## config.mk

```make
export PLATFORM = sky130hd
export DESIGN_NAME = edge_irq_ctrl
export DESIGN_NICKNAME = d
export VERILOG_FILES = /design/src/rtl/eic_pkg.sv /design/src/rtl/eic_sync.sv /design/src/rtl/eic_pending.sv /design/src/rtl/eic_regs.sv /design/src/rtl/edge_irq_ctrl.sv
export SDC_FILE = /design/constraint.sdc
export NUM_CORES = 1
export LEC_CHECK = 0
export ABC_AREA = 0
export BUFFER_PORTS_ARGS = -buffer_cell sky130_fd_sc_hd__buf_2
export CAP_MARGIN = 20
export CORE_AREA = 2 2 180 182
export DETAILED_ROUTE_END_ITERATION = 16
export DIE_AREA = 0 0 182 184
export PLACE_DENSITY_LB_ADDON = 0.05
export SYNTH_ARGS = -nofsm -noshare
export SYNTH_HDL_FRONTEND = slang
export SYNTH_HIERARCHICAL = 1
export SYNTH_SLANG_ARGS = --single-unit
```

## constraint.sdc

```tcl
create_clock -name clk -period 1 [get_ports clk]
set_input_delay 0.05 -clock clk [delete_from_list [all_inputs] [get_ports clk]]
set_output_delay 0.05 -clock clk [all_outputs]
set_load 0.02 [all_outputs]
```

## src/rtl/eic_pkg.sv

```systemverilog
package eic_pkg;
  localparam int REG_W = 32;

  typedef enum logic [2:0] {
    SEL_IMASK, SEL_EMASK, SEL_RISE, SEL_FALL, SEL_SWTRIG, SEL_PEND, SEL_NONE
  } reg_sel_e;

  // Byte offset to register select; unaligned or unmapped gives SEL_NONE.
  function automatic reg_sel_e decode_offset(input logic [REG_W-1:0] ofs);
    case (ofs)
      32'h00:  return SEL_IMASK;
      32'h04:  return SEL_EMASK;
      32'h08:  return SEL_RISE;
      32'h0C:  return SEL_FALL;
      32'h10:  return SEL_SWTRIG;
      32'h14:  return SEL_PEND;
      default: return SEL_NONE;
    endcase
  endfunction

  // Qualifying transition on a single line.
  function automatic logic edge_hit(input logic cur, input logic prev,
                                    input logic rise_en, input logic fall_en);
    return (cur & ~prev & rise_en) | (~cur & prev & fall_en);
  endfunction
endpackage

```

## src/rtl/eic_sync.sv

```systemverilog
module eic_sync #(
  parameter int NUM_LINES = 16,
  parameter int STAGES    = 2
) (
  input  logic                 clk,
  input  logic                 rst_n,
  input  logic [NUM_LINES-1:0] line_in,
  output logic [NUM_LINES-1:0] cur_o,
  output logic [NUM_LINES-1:0] prev_o
);
  for (genvar i = 0; i < NUM_LINES; i++) begin : g_line
    logic [STAGES:0] chain;
    always_ff @(posedge clk or negedge rst_n) begin
      if (!rst_n) chain <= '0;
      else        chain <= {chain[STAGES-1:0], line_in[i]};
    end
    assign cur_o[i]  = chain[STAGES-1];
    assign prev_o[i] = chain[STAGES];
  end
endmodule

```

## src/rtl/eic_pending.sv

```systemverilog
module eic_pending #(
  parameter int NUM_LINES = 16
) (
  input  logic                 clk,
  input  logic                 rst_n,
  input  logic [NUM_LINES-1:0] hw_set_i,
  input  logic [NUM_LINES-1:0] sw_set_i,
  input  logic [NUM_LINES-1:0] clr_req_i,
  input  logic [NUM_LINES-1:0] imask_i,
  output logic [NUM_LINES-1:0] pend_o,
  output logic [NUM_LINES-1:0] irq_o,
  output logic [NUM_LINES-1:0] clr_done_o
);
  logic [NUM_LINES-1:0] set_all;

  assign set_all    = hw_set_i | sw_set_i;
  assign clr_done_o = clr_req_i & ~set_all;   // a same-cycle event wins

  always_ff @(posedge clk or negedge rst_n) begin
    if (!rst_n) begin
      pend_o <= '0;
      irq_o  <= '0;
    end else begin
      pend_o <= (pend_o & ~clr_done_o) | set_all;
      irq_o  <= set_all & imask_i;
    end
  end

  p_edge_wins_r8: assert property (@(posedge clk) disable iff (!rst_n)
    1'b1 |=> (($past(set_all) & ~pend_o) == '0))
    else $error("event did not leave pending set");

  p_no_silent_drop_r7: assert property (@(posedge clk) disable iff (!rst_n)
    1'b1 |=> (($past(pend_o) & ~pend_o & ~$past(clr_req_i)) == '0))
    else $error("pending bit dropped without a clear");

  p_pulse_with_pend_r6: assert property (@(posedge clk) disable iff (!rst_n)
    ((irq_o & ~pend_o) == '0))
    else $error("pulse without pending bit");
endmodule

```

## src/rtl/eic_regs.sv

```systemverilog
module eic_regs
  import eic_pkg::*;
#(
  parameter int NUM_LINES = 16,
  parameter int ADDR_W    = 10
) (
  input  logic                 clk,
  input  logic                 rst_n,
  input  logic [ADDR_W-1:0]    bus_addr,
  input  logic                 bus_wr,
  input  logic [REG_W-1:0]     bus_wdata,
  input  logic                 bus_rd,
  output logic [REG_W-1:0]     bus_rdata,
  output logic                 bus_err,
  input  logic [NUM_LINES-1:0] pend_i,
  input  logic [NUM_LINES-1:0] clr_done_i,
  output logic [NUM_LINES-1:0] imask_o,
  output logic [NUM_LINES-1:0] rise_sel_o,
  output logic [NUM_LINES-1:0] fall_sel_o,
  output logic [NUM_LINES-1:0] sw_q_o,
  output logic [NUM_LINES-1:0] sw_set_o,
  output logic [NUM_LINES-1:0] clr_req_o
);
  logic [NUM_LINES-1:0] emask_q;
  logic [NUM_LINES-1:0] wdata_n;
  logic [REG_W-1:0]     ofs;
  logic [REG_W-1:0]     rd_val;
  reg_sel_e             sel;
  logic                 unused_wdata;

  assign unused_wdata = ^bus_wdata;
  assign wdata_n      = bus_wdata[NUM_LINES-1:0];

  always_comb begin
    ofs = '0;
    ofs[ADDR_W-1:0] = bus_addr;
    sel = decode_offset(ofs);
  end

  assign sw_set_o  = (bus_wr && sel == SEL_SWTRIG) ? (wdata_n & ~sw_q_o) : '0;
  assign clr_req_o = (bus_wr && sel == SEL_PEND)   ? wdata_n : '0;

  always_ff @(posedge clk or negedge rst_n) begin
    if (!rst_n) begin
      imask_o    <= '0;
      emask_q    <= '0;
      rise_sel_o <= '0;
      fall_sel_o <= '0;
      sw_q_o     <= '0;
    end else begin
      if (bus_wr && sel == SEL_IMASK) imask_o    <= wdata_n;
      if (bus_wr && sel == SEL_EMASK) emask_q    <= wdata_n;
      if (bus_wr && sel == SEL_RISE)  rise_sel_o <= wdata_n;
      if (bus_wr && sel == SEL_FALL)  fall_sel_o <= wdata_n;
      sw_q_o <= (sw_q_o | sw_set_o) & ~clr_done_i;
    end
  end

  always_comb begin
    rd_val = '0;
    case (sel)
      SEL_IMASK:  rd_val[NUM_LINES-1:0] = imask_o;
      SEL_EMASK:  rd_val[NUM_LINES-1:0] = emask_q;
      SEL_RISE:   rd_val[NUM_LINES-1:0] = rise_sel_o;
      SEL_FALL:   rd_val[NUM_LINES-1:0] = fall_sel_o;
      SEL_SWTRIG: rd_val[NUM_LINES-1:0] = sw_q_o;
      SEL_PEND:   rd_val[NUM_LINES-1:0] = pend_i;
      default:    rd_val = '0;
    endcase
  end

  always_ff @(posedge clk or negedge rst_n) begin
    if (!rst_n) begin
      bus_rdata <= '0;
      bus_err   <= 1'b0;
    end else begin
      bus_rdata <= bus_rd ? rd_val : '0;
      bus_err   <= (bus_rd || bus_wr) && (sel == SEL_NONE);
    end
  end

  p_err_reads_zero_r10: assert property (@(posedge clk) disable iff (!rst_n)
    bus_err |-> (bus_rdata == '0))
    else $error("unmapped access returned data");

  p_idle_rdata_zero_r12: assert property (@(posedge clk) disable iff (!rst_n)
    !$past(bus_rd) |-> (bus_rdata == '0))
    else $error("read data without a read strobe");

  if (NUM_LINES < REG_W) begin : g_hi_chk
    p_high_bits_zero_r11: assert property (@(posedge clk) disable iff (!rst_n)
      (bus_rdata[REG_W-1:NUM_LINES] == '0))
      else $error("bits above line count read nonzero");
  end
endmodule

```

## src/rtl/edge_irq_ctrl.sv

```systemverilog
module edge_irq_ctrl
  import eic_pkg::*;
#(
  parameter int NUM_LINES = 16,
  parameter int ADDR_W    = 10
) (
  input  logic                 clk,
  input  logic                 rst_n,
  input  logic [NUM_LINES-1:0] line_in,
  input  logic [ADDR_W-1:0]    bus_addr,
  input  logic                 bus_wr,
  input  logic [31:0]          bus_wdata,
  input  logic                 bus_rd,
  output logic [31:0]          bus_rdata,
  output logic                 bus_err,
  output logic [NUM_LINES-1:0] irq_pulse
);
  logic [NUM_LINES-1:0] line_cur, line_prev, hw_set;
  logic [NUM_LINES-1:0] imask, rise_sel, fall_sel, sw_q, sw_set;
  logic [NUM_LINES-1:0] clr_req, clr_done, pend;

  eic_sync #(.NUM_LINES(NUM_LINES), .STAGES(2)) u_sync (
    .clk(clk), .rst_n(rst_n), .line_in(line_in),
    .cur_o(line_cur), .prev_o(line_prev)
  );

  for (genvar i = 0; i < NUM_LINES; i++) begin : g_edge
    assign hw_set[i] = edge_hit(line_cur[i], line_prev[i], rise_sel[i], fall_sel[i]);
  end

  eic_regs #(.NUM_LINES(NUM_LINES), .ADDR_W(ADDR_W)) u_regs (
    .clk(clk), .rst_n(rst_n),
    .bus_addr(bus_addr), .bus_wr(bus_wr), .bus_wdata(bus_wdata),
    .bus_rd(bus_rd), .bus_rdata(bus_rdata), .bus_err(bus_err),
    .pend_i(pend), .clr_done_i(clr_done),
    .imask_o(imask), .rise_sel_o(rise_sel), .fall_sel_o(fall_sel),
    .sw_q_o(sw_q), .sw_set_o(sw_set), .clr_req_o(clr_req)
  );

  eic_pending #(.NUM_LINES(NUM_LINES)) u_pend (
    .clk(clk), .rst_n(rst_n),
    .hw_set_i(hw_set), .sw_set_i(sw_set), .clr_req_i(clr_req),
    .imask_i(imask), .pend_o(pend), .irq_o(irq_pulse), .clr_done_o(clr_done)
  );

  p_masked_quiet_r5: assert property (@(posedge clk) disable iff (!rst_n)
    1'b1 |=> ((irq_pulse & ~$past(imask)) == '0))
    else $error("masked line pulsed");

  p_hw_event_latched_r2: assert property (@(posedge clk) disable iff (!rst_n)
    (|hw_set) |=> ((pend & $past(hw_set)) == $past(hw_set)))
    else $error("line event not latched");

  p_sw_within_pend_r9: assert property (@(posedge clk) disable iff (!rst_n)
    ((sw_q & ~pend) == '0))
    else $error("trigger bit outlived its pending bit");
endmodule

```

=== Word level (Yosys, flattened, before mapping) ===
Index checks and enable logic that the tools add are counted.

* Reductions and logical operators: 10
* Eq/ne operators: 11
* Multiplexer cells: 5
* Bitwise logic cells: 123

{| class="wikitable"
|+ Operator list
! kind !! number
|-
| one-hot mux 16 bit (6 select lines) || 1
|-
| bitwise AND 16 bit || 5
|-
| bitwise AND 1 bit || 64
|-
| 2-to-1 mux 16 bit || 3
|-
| NOT 16 bit || 3
|-
| OR 16 bit || 3
|-
| NOT 1 bit || 32
|-
| equality test 10 x 4 -> 1 bit (second input constant) || 2
|-
| equality test 10 x 5 -> 1 bit (second input constant) || 2
|-
| one-hot mux 3 bit (6 select lines) || 1
|-
| OR 1 bit || 16
|-
| equality test 10 x 3 -> 1 bit (second input constant) || 1
|-
| logical NOT 10 bit || 1
|-
| equality test 3 bit (second input constant) || 3
|-
| logical AND 1 bit || 7
|-
| equality test 3 x 2 -> 1 bit (second input constant) || 2
|-
| equality test 3 x 1 -> 1 bit (second input constant) || 1
|-
| logical NOT 3 bit || 1
|-
| logical OR 1 bit || 1
|}

* Output and inout port bits: 49
* Register bits after elaboration: 193

=== Depth between registers and ports, before layout ===
Gate-level depths: netlist of the first run.

* Word-level depth: 11
* Depth in mapped cells: 15
* Gate-level depth less buffers: 11

=== Hierarchy ===
The synthesis of the first run kept the hierarchy.

{| class="wikitable"
|+ By module, submodules not included
! module !! cells an instance !! times used !! seq. area each (µm²) !! area each (µm²)
|-
| eic_regs || 408 || 1 || 2427.3 || 4760.8
|-
| eic_sync || 80 || 1 || 1201.2 || 1441.4
|-
| eic_pending || 112 || 1 || 800.8 || 1241.2
|-
| edge_irq_ctrl || 48 || 1 || 0.0 || 320.3
|}

=== Worst setup path after synthesis of the first run ===
No wires, ideal clock.

* Path type: in2reg
* Start: input port bus_addr[7]
* End: register u_regs.sw_q_o[10]
* Arrival time: 2.817 ns
* Cell stages on the path: 15
* Setup time: 0.072 ns
* Setup slack: -1.888 ns
* Path buffers: 4
* Required time: 0.928 ns
* Path through: or4_4 nor2_2 buf_4 clkbuf_1 nand2_1 ha_1 nor3b_1 and4_1 clkbuf_1 clkbuf_1 nand2_1 nor2_1 nor2_2 and2_1 nor2_1

* Word-level cells in the longest chain between the ends: 10

{| class="wikitable"
|+ RTL lines
! what !! RTL line !! RTL
|-
| start, declared || edge_irq_ctrl.sv:10 || <nowiki>input logic [ADDR_W-1:0] bus_addr,</nowiki>
|-
| equality test 10 x 5 -> 1 bit, or another cell as far along || eic_pkg.sv:10 || <nowiki>case (ofs)</nowiki>
|-
| one-hot mux 3 bit (6 select lines) (*) || eic_pkg.sv:10 ||
|-
| equality test 3 bit (*) || eic_regs.sv:40 || <nowiki>assign sw_set_o = (bus_wr && sel == SEL_SWTRIG) ? (wdata_n & ~sw_q_o) : '0;</nowiki>
|-
| logical AND 1 bit (*) || eic_regs.sv:40 ||
|-
| 2-to-1 mux 16 bit (*) || eic_regs.sv:40 ||
|-
| named net sw_set[10] || edge_irq_ctrl.sv:19 || <nowiki>logic [NUM_LINES-1:0] imask, rise_sel, fall_sel, sw_q, sw_set;</nowiki>
|-
| OR 16 bit (*) || eic_pending.sv:16 || <nowiki>assign set_all = hw_set_i | sw_set_i;</nowiki>
|-
| NOT 16 bit (*) || eic_pending.sv:17 || <nowiki>assign clr_done_o = clr_req_i & ~set_all;</nowiki>
|-
| bitwise AND 16 bit (*) || eic_pending.sv:17 ||
|-
| named net clr_done[10] || edge_irq_ctrl.sv:20 || <nowiki>logic [NUM_LINES-1:0] clr_req, clr_done, pend;</nowiki>
|-
| NOT 16 bit (*) || eic_regs.sv:55 || <nowiki>sw_q_o <= (sw_q_o | sw_set_o) & ~clr_done_i;</nowiki>
|-
| bitwise AND 16 bit (*) || eic_regs.sv:55 ||
|-
| end signal, assigned || eic_regs.sv:55 ||
|-
| end, declared || eic_regs.sv:20 || <nowiki>output logic [NUM_LINES-1:0] sw_q_o,</nowiki>
|}

The timed path passes the listed nets; every way through them passes the cells marked *.
A chain may end at the register's enable or synchronous reset.

=== Final worst setup path of the first run ===
* Start: input port bus_addr[7]
* End: register u_regs.sw_q_o[9]

{| class="wikitable"
|+ RTL lines
! what !! RTL line !! RTL
|-
| equality test 10 x 5 -> 1 bit, or another cell as far along || eic_pkg.sv:10 ||
|-
| one-hot mux 3 bit (6 select lines) (*) || eic_pkg.sv:10 ||
|-
| equality test 3 bit (*) || eic_regs.sv:41 || <nowiki>assign clr_req_o = (bus_wr && sel == SEL_PEND) ? wdata_n : '0;</nowiki>
|-
| logical AND 1 bit (*) || eic_regs.sv:41 ||
|-
| 2-to-1 mux 16 bit (*) || eic_regs.sv:41 ||
|-
| named net clr_req[9] || edge_irq_ctrl.sv:20 ||
|-
| bitwise AND 16 bit (*) || eic_pending.sv:17 ||
|-
| named net clr_done[9] || edge_irq_ctrl.sv:20 ||
|-
| NOT 16 bit (*) || eic_regs.sv:55 ||
|-
| bitwise AND 16 bit (*) || eic_regs.sv:55 ||
|}

Marked as above.

==> results of run 1 <==
[power by group]
group | internal, uW | switching, uW | total, uW
Combinational | 353 | 477 | 830
Clock | 4010 | 2930 | 6950
Sequential | 7310 | 97.9 | 7410
[flip-flops by register name, summed over array words and instances, names as in the netlist]
name and flops:
u_pend/irq_o 16, u_pend/pend_o 16, u_regs/rise_sel_o 16, u_regs/imask_o 16, u_regs/sw_q_o 16, u_regs/emask_q 16
u_sync/g_line.chain 48, u_regs/bus_err 1, u_regs/fall_sel_o 16, u_regs/bus_rdata 16
[worst paths after layout]
check	slack [ps]	cells after the start	endpoint
min in group clk	120	4	u_regs/bus_err$_DFF_PN0_
max reg2reg	-210	4	u_regs/bus_rdata[10]$_DFF_PN0_
min reg2reg	350	0	u_sync/g_line[2].chain[1]$_DFF_PN0_
max in group asynchronous	400	3	u_regs/sw_q_o[7]$_DFF_PN0_
max	-880	12	u_regs/sw_q_o[9]$_DFF_PN0_
min	30	2	u_regs/emask_q[11]$_DFFE_PN0P_
[per-layer routing]
metal	global-route usage [%]	vias up	wire length, um
li1	-	2533	-
met1	19.8	2723	11500
met2	21.1	94	10500
met3	3.19	15	750
met4	3.52	2	209
met5	0	-	13
[cells in the mapped netlist, drive strengths merged, types with 3 or more instances]
cell type	count	area (sq um)
nor2	50	230
mux2	64	758
o21ai	50	314
inv	16	60.1
nand3b	16	120
o22ai	16	100
and2	32	200
clkbuf	14	53.8
nor2b	19	119
dfrtp	177	4430
a21oi	32	160
nor4	3	48.8
buf	58	428
a22oi	16	120
nand2	35	131
mux2i	32	320
and4	3	26.3
[metrics by stage]
stage | area (sq um) | power [uW] | utilization (%) | worst slack (ps)
3_3_place_gp | 9340 | 8250 | 29.7 | -1360
5_1_grt | 11300 | 15900 | 35.9 | -935
2_1_floorplan | 8140 | 7900 | - | -1410
3_5_place_dp | 9340 | 8250 | 29.7 | -1420
6_report | 11300 | 15200 | 35.9 | -884
4_1_cts | 10900 | 15500 | 34.8 | -892
[layout make-up]
cell class / count / area, sq um
inverter: 16 / 60.1
sequential: 177 / 4430
clock buffer: 20 / 447
multi-input combinational: 398 / 3520
clock inverter: 12 / 155
fill: 3103 / 20100
tap: 402 / 503
timing repair buffer: 218 / 2160
[worst reg2reg max path: stages (launching register included)]
cell and delay [ps]:
dfrtp_1 400, mux2i_1 330, o22ai_4 120, a22oi_2 150, a21oi_1 90
[cells in the final DEF, fill, tap and decap left out, types with 5 or more instances in the layout]
cell / Yosys / routed
a21oi_1: 32 / 26
inv_1: 16 / 16
nand2_2: 0 / 8
a22oi_1: 16 / 6
a22oi_2: 0 / 10
nand3b_1: 16 / 16
buf_6: 2 / 48
clkbuf_16: 0 / 20
a21oi_2: 0 / 6
o21ai_2: 17 / 28
nor2_1: 33 / 14
buf_12: 0 / 18
buf_2: 3 / 42
mux2_2: 54 / 38
o22ai_4: 0 / 7
and2_1: 32 / 13
dlygate4sd3_1: 0 / 35
mux2i_1: 32 / 32
mux2_4: 10 / 26
and2_4: 0 / 19
dfrtp_1: 177 / 177
nor2b_2: 0 / 5
nand2_1: 35 / 17
nor2_4: 0 / 12
conb_1: 1 / 16
o21ai_0: 33 / 14
nor2_2: 17 / 24
buf_4: 51 / 68
nor2b_1: 19 / 13
o22ai_2: 0 / 9
nand2_4: 0 / 10
o21ai_1: 0 / 7
[logic make-up (layout without fill, tap and decap cells)]
| family | Yosys count | in the layout | share of synthesized area (%) |
|---|---|---|---|
| flip-flops | 177 | 177 | 57.1 |
| multiplexers | 96 | 96 | 13.9 |
| buffers and inverters | 88 | 266 | 6.98 |
| AO/OA/AOI/OAI | 116 | 116 | 9.19 |
| AND/OR/NAND/NOR | 169 | 169 | 12.7 |
| other | 1 | 16 | 0.0483 |
| adder cells (fa/ha/maj) | 1 | 1 | 0.161 |
[repair_timing]
action,4_1_cts,5_1_grt
cloned,4,3
endpoints found under the setup margin,162,162
pin swaps,37,50
endpoints found under the hold margin,278,0
buffers inserted,6,6
hold buffers,35,0
resized for setup,122,87
==> impl_metrics.yaml, run 1 <==
status:
  status: "finished, violations left"
  violations: "setup timing"
timing:
  rsz0062_at_grt: "yes"
  slew_headroom_pct: 56.7
  fin_tns_setup_ps: -98910
  period_share_pct: 188
  hold_slack_ps: 28.1
  fmax_mhz: 531
  finalHoldViolCount: 0
  skew_ps: 10.4
  finalMaxSlewViolations: 0
  setup_ws_ps: -884
  worstMarginPinSlew_ps: 649
  final-setup-viol-count: 141
  period_needed_ps: 1880
clock_tree:
  clkSinkCount: 177
  clk_latency_ps: 440
  ctsRootBufferMaster: "clkbuf_16"
  clk_pin_slew_ps: 70
  cts_buffers: 17
  ctsHtreeMaxLevel: 4
  tritoncts: "yes"
  clk_path_buf_depth: 2
power_and_ir_drop:
  p_leak_uw: 0.00524
  ir_drop_mv: 1.16
  power_density_nw_per_um2: 1350
finish:
  insertedDiodeCount: 0
  final_cells: 1243
  area_growth_pct: 45.2
  drive_gt1_share_pct: 51.4
  final_nets: 891
setup_path:
  cp_max_fo: 6
  r2r_start: "u_regs/fall_sel_o[10]$_DFFE_PN0P_"
  worst-endpoint-arrival_ps: 2210
  worstPathRequired_ps: 1320
  cp_num_buf_inv: 3
  start_kind: "primary input"
  cp-startpoint: "bus_addr[7]"
  critPathMaxStageDelay_ps: 550
  crit_path_end_kind: "flop"
  crit_family: "simple AND/OR/NAND/NOR gates"
  path_cells: "buf_6, or4_4, nor2_4, nand2_4, ha_4, buf_6, nor2b_4, and4_4, buf_12, and2_1, and2_1, nor2_1"
  crit_slowest_cell: "or4_4"
  criticalPathCategory: "primary input to flop"
route:
  drt-wirelength-per-cell_um: 18.4
  drcViolationCount: 0
  ant_nets: 0
  vias: 5367
  dr.pass1.iters: 7
  drtIter0Drc: 268
  post_drt_via_cell_ratio: 4.32
  drt_wl_total_um: 22900
grt:
  overflow: 0
  track_usage_pct: 13.9
  grt_max_degree: 52
  grt_pass1_wl_um: 34600
  grt_pass1_vias: 5706
  antenna_found_initial: 1
synth:
  syn_avg_cell_area_sq_um: 12.0
  ys_ff_latch: 177
  synthDistinctLibCells: 39
  synth-edff-count: 0
  ys.flop_type: "dfrtp_1"
  ys_warn_count: 6
  synth.cell_area_sq_um: 7760
  yosysSeqAreaShare_pct: 57.1
  syn_inst: 648
  synthArstFlopShare_pct: 100
floorplanning:
  core_area_sq_um: 31400
  fp.dieH_um: 184
  fp.dieW_um: 182
  die_area_sq_um: 33500
  initial_core_util_pct: 24.7
  rows: 65
  num_io_pins: 111
placement:
  io_buffers: 78
  gp_congestion: 0.722
  placedCellCount: 1160
  dp_hpwl_um: 14300
hold_path:
  hp-class: "primary input to async pin"
run:
  maxCapViolCount: 0
Power figures use the tool's default switching activity.
==> run 2, diff against run 1 <==
GPL_TIMING_DRIVEN = 0   (was default)
==> impl_metrics.yaml, run 2 (same netlist as run 1, synthesis figures left out) <==
timing:
  skew_ps: 10.0
  rsz0062_at_grt: "yes"
  slew_headroom_pct: 25.8
  final-setup-viol-count: 141
  worstMarginPinSlew_ps: 1110
  period_needed_ps: 2120
  finalMaxSlewViolations: 0
  fmax_mhz: 471
  hold_slack_ps: -455
  period_share_pct: 212
  setup_ws_ps: -1120
  fin_tns_setup_ps: -120420
  finalHoldViolCount: 63
setup_path:
  cp_max_fo: 6
  worst-endpoint-arrival_ps: 2510
  crit_path_end_kind: "flop"
  criticalPathCategory: "primary input to flop"
  worstPathRequired_ps: 1390
  start_kind: "primary input"
power_and_ir_drop:
  p_int_uw: 12000
  p_leak_uw: 0.00528
  comb_power_share_pct: 6.2
  ir_drop_mv: 1.19
  p_clk_share_pct: 45.8
  p_seq_share_pct: 48.0
  netSwitchingFraction_pct: 22.4
  p_switching_uw: 3440
  power_density_nw_per_um2: 1360
placement:
  io_buffers: 78
  dp_hpwl_um: 13700
  placedCellCount: 1144
  gp_congestion: 0.746
  placed_cell_area_sq_um: 9070
floorplanning:
  rows: 65
  num_io_pins: 111
  initial_core_util_pct: 24.7
  core_area_sq_um: 31400
  fp.dieW_um: 182
  die_area_sq_um: 33500
  fp.dieH_um: 184
run:
  maxCapViolCount: 0
route:
  ant_nets: 0
  drt_wl_total_um: 23000
  drcViolationCount: 0
  dr.pass1.iters: 4
  vias: 5460
  drt-wirelength-per-cell_um: 18.4
  post_drt_via_cell_ratio: 4.37
  drtIter0Drc: 266
grt:
  grt_busiest_layer: "met2"
  antenna_found_initial: 1
  track_usage_pct: 14.4
  use_met1_pct: 19.3
  grt_pass1_wl_um: 35700
  grtUsageMet3_pct: 3.03
  grt_pass1_vias: 5889
  overflow: 0
  gr-usage-met2_pct: 23.2
  grt_max_degree: 115
finish:
  final_common_cell: "dfrtp_1"
  area_growth_pct: 46.2
  insertedDiodeCount: 0
  final_cell_mix: "dfrtp_1, buf_4, buf_6"
  fin_util_pct: 36.1
  stdcell_area_sq_um: 11300
  final_nets: 900
  n_fill_cell: 3111
  final_cells: 1250
  regMostFlops: "u_sync/g_line.chain"
  drive_gt1_share_pct: 50.2
  largest_reg_flops: 48
clock_tree:
  cts_buffers: 17
  clk_latency_ps: 450
  clk_path_buf_depth: 2
  clkSinkCount: 177
  cts-hold-fix-buffers: 35
  clk_pin_slew_ps: 70
  tritoncts: "yes"
  ctsRootBufferMaster: "clkbuf_16"
  ctsHtreeMaxLevel: 4
status:
  status: "finished, violations left"
  violations: "hold timing, setup timing"
hold_path:
  hp-class: "primary input to async pin"
==> run 2: changes by cell type in the layout (fill, tap and decap cells not counted), moves of 11 or more <==
| cell | delta |
|---|---|
| buf_12 | -12 |
| nor2_4 | +12 |
| nor2_2 | -11 |
| and2_1 | +12 |
| and2_4 | -12 |
==> run 2: metrics by stage <==
stage,worst slack (ps),power (uW)
global route,-1180,16100
detailed placement,-2390,8320
floorplan,-1410,7900
finish,-1120,15400
CTS,-1180,15700
global placement,-3150,8290
==> run 2: cell type report <==
| type | count | area, sq um | area share, % |
|---|---|---|---|
| multi-input combinational | 398 | 3610 | 31.8 |
| clock buffer | 19 | 443 | 3.90 |
| sequential | 177 | 4430 | 39.0 |
| timing repair buffer | 156 | 1460 | 12.8 |
| buffer | 71 | 684 | 6.03 |
| clock inverter | 11 | 164 | 1.44 |
| inverter | 16 | 60.1 | 0.529 |
| tap | 402 | 503 | 4.43 |
==> run 2: routing by layer <==
metal / routed length [um] / share of wire [%]
met2: 10700 / 47
met4: 485 / 2.1
met1: 10900 / 47
met5: 13 / 0.057
met3: 863 / 3.8
==> run 2: power groups by stage <==
stage	combinational [uW]	clock (uW)	sequential, uW
finish	954	7060	7380
global route	1050	7630	7400
CTS	957	7330	7380
detailed placement	807	0	7520
global placement	775	0	7510
floorplan	402	0	7490
==> run 2: repair_timing <==
| action | CTS | global route |
|---|---|---|
| pin swaps | 49 | 27 |
| endpoints found under the setup margin | 162 | 162 |
| gates cloned | 4 | 0 |
| endpoints found under the hold margin | 160 | 63 |
| setup buffers | 29 | 8 |
| resized for setup | 184 | 61 |
==> run 2: path summary, 6_finish.rpt <==
kind / cells past startpoint / endpoint / slack (ps) / start
setup / recovery: 16 / u_regs/sw_q_o[5]$_DFF_PN0_ / -1120 / bus_addr[7]
hold / removal: 1 / u_sync/g_line[2].chain[2]$_DFF_PN0_ / -450 / rst_n
setup reg to reg: 4 / u_regs/bus_rdata[14]$_DFF_PN0_ / -250 / u_regs/sw_q_o[14]$_DFF_PN0_
hold reg to reg: 0 / u_sync/g_line[2].chain[1]$_DFF_PN0_ / 350 / u_sync/g_line[2].chain[0]$_DFF_PN0_
max in group asynchronous: 2 / u_sync/g_line[8].chain[0]$_DFF_PN0_ / 480 / rst_n
min in group clk: 5 / u_pend/pend_o[12]$_DFF_PN0_ / 20 / bus_wdata[12]
==> run 2: critical path, cell delays in order <==
cell	delay (ps)
buf_6	90
or4_4	550
nor2_4	140
buf_8	120
clkbuf_16	130
nand2_4	50
ha_4	210
nor3b_2	150
and4_1	230
buf_8	140
clkbuf_16	180
nand2_4	60
nor2_4	110
nor2_4	50
and2_4	140
nor2_4	80
==> run 3, diff against run 2 <==
MAX_ROUTING_LAYER = met4   (was default)
==> impl_metrics.yaml, run 3 (same netlist as run 1, synthesis figures left out) <==
run:
  maxCapViolCount: 0
timing:
  finalMaxSlewViolations: 0
  period_share_pct: 213
  slew_headroom_pct: 27.5
  finalHoldViolCount: 63
  worstMarginPinSlew_ps: 1090
  fmax_mhz: 470
  hold_slack_ps: -451
  setup_ws_ps: -1130
  rsz0062_at_grt: "yes"
  skew_ps: 10.0
  period_needed_ps: 2130
  final-setup-viol-count: 139
placement:
  dp_hpwl_um: 13700
  placedCellCount: 1144
  gp_congestion: 0.756
  placed_cell_area_sq_um: 9070
  io_buffers: 78
  post-place-ws_ps: -2390
hold_path:
  hp-class: "primary input to async pin"
finish:
  drive_gt1_share_pct: 50.5
  regMostFlops: "u_sync/g_line.chain"
  largest_reg_flops: 48
  final_cell_mix: "dfrtp_1, buf_4, buf_6"
  final_cells: 1255
  final_nets: 904
  final_common_cell: "dfrtp_1"
  stdcell_area_sq_um: 11400
  area_growth_pct: 46.8
floorplanning:
  fp.dieH_um: 184
  die_area_sq_um: 33500
  num_io_pins: 111
  core_area_sq_um: 31400
  fp.dieW_um: 182
  initial_core_util_pct: 24.7
  rows: 65
setup_path:
  cp_max_fo: 6
  start_kind: "primary input"
  crit_path_frequent_cell: "nor2_4"
  r2r_start: "u_regs/sw_q_o[14]$_DFF_PN0_"
  criticalPathCategory: "primary input to flop"
  path_cells: "buf_6, or4_4, nor2_4, buf_8, clkbuf_16, nand2_4, ha_4, nor3b_2, and4_1, buf_8, clkbuf_16, nand2_4, nor2_4, nor2_4, and2_4, nor2_4"
  critPathMaxStageDelay_ps: 550
  reg2reg_slack_ps: -250
  r2r_cells: 4
  crit_slowest_cell: "or4_4"
  worst-endpoint-arrival_ps: 2510
  cp-startpoint: "bus_addr[7]"
  worstPathRequired_ps: 1380
  r2r-end: "u_regs/bus_rdata[14]$_DFF_PN0_"
  crit_path_end_kind: "flop"
status:
  violations: "hold timing, setup timing"
  status: "finished, violations left"
clock_tree:
  clk_latency_ps: 440
  ctsRootBufferMaster: "clkbuf_16"
  clk_pin_slew_ps: 70
  cts_buffers: 17
  cts-hold-fix-buffers: 35
  clk_path_buf_depth: 2
  ctsHtreeMaxLevel: 4
  tritoncts: "yes"
  clkSinkCount: 177
route:
  dr.pass1.iters: 6
  drcViolationCount: 0
  drt-wirelength-per-cell_um: 18.4
  post_drt_via_cell_ratio: 4.35
  vias: 5461
  ant_nets: 0
  drt_wl_total_um: 23100
  drtIter0Drc: 279
grt:
  antenna_found_initial: 1
  grt_max_degree: 115
  track_usage_pct: 14.9
  grt_pass1_vias: 5880
  overflow: 0
  grt_pass1_wl_um: 35700
power_and_ir_drop:
  ir_drop_mv: 1.18
  power_density_nw_per_um2: 1350
  p_leak_uw: 0.00530
[run 3: cell types whose count changed in the layout (fill, tap and decap cells not counted)]
cell and change:
diode_2 +1, clkbuf_16 +1, buf_6 +1, buf_4 +2
[run 3: routing by layer]
metal / routed length, um / vias to the layer above / global-route usage [%]
met4: 470 / 0 / 5.00
met5: 0 / - / -
met1: 11000 / 2768 / 19.4
met3: 804 / 25 / 2.95
met2: 10800 / 110 / 23.2
li1: - / 2558 / -
[run 3: how the worst max path moves through the flow]
stage,endpoint,slack [ps]
floorplan,u_regs/sw_q_o[10]$_DFF_PN0_,-1410
global placement,u_sync/g_line[7].chain[1]$_DFF_PN0_,-3150
detailed placement,u_regs/bus_rdata[14]$_DFF_PN0_,-2390
CTS,u_regs/sw_q_o[13]$_DFF_PN0_,-1180
global route,u_regs/sw_q_o[1]$_DFF_PN0_,-1190
finish,u_regs/sw_q_o[5]$_DFF_PN0_,-1130
[run 3: report_power, final]
| part | switching (uW) | internal, uW | total [uW] |
|---|---|---|---|
| clock | 2850 | 4200 | 7050 |
| sequential | 72.1 | 7310 | 7380 |
| combinational | 514 | 444 | 958 |
[run 3: layout make-up]
| type | instances | area (sq um) |
|---|---|---|
| Sequential cell | 177 | 4430 |
| Inverter | 16 | 60.1 |
| Fill cell | 3108 | 20000 |
| Tap cell | 402 | 503 |
| Multi-Input combinational cell | 398 | 3610 |
| Clock buffer | 19 | 443 |
| Clock inverter | 11 | 164 |
| Timing Repair Buffer | 160 | 1510 |
| Antenna cell | 1 | 2.50 |
| Buffer | 71 | 684 |
[run 3: timing repair]
| item | 4_1_cts | 5_1_grt |
|---|---|---|
| gates resized for setup | 184 | 62 |
| pin swaps | 49 | 28 |
| hold endpoints to repair | 160 | 63 |
| cloned | 4 | 1 |
| setup endpoints to repair | 162 | 162 |
| setup buffers | 29 | 11 |
[run 3: per-stage QoR]
| stage | util, % | TNS, ps | total power [uW] | hold slack, ps |
|---|---|---|---|---|
| floorplan | - | -156740 | 7900 | -246 |
| global placement | 28.8 | -784620 | 8290 | 158 |
| detailed placement | 28.9 | -238480 | 8320 | 37.4 |
| CTS | 35.2 | -125860 | 15700 | -448 |
| global route | 36.3 | -133780 | 16100 | -426 |
| finish | 36.3 | -125280 | 15400 | -451 |
[run 3: critical path, delay by kind of cell]
family,cells,cell delay [ps]
buf+inv,5,660
simple gates,10,1580
fa+ha+maj,1,210
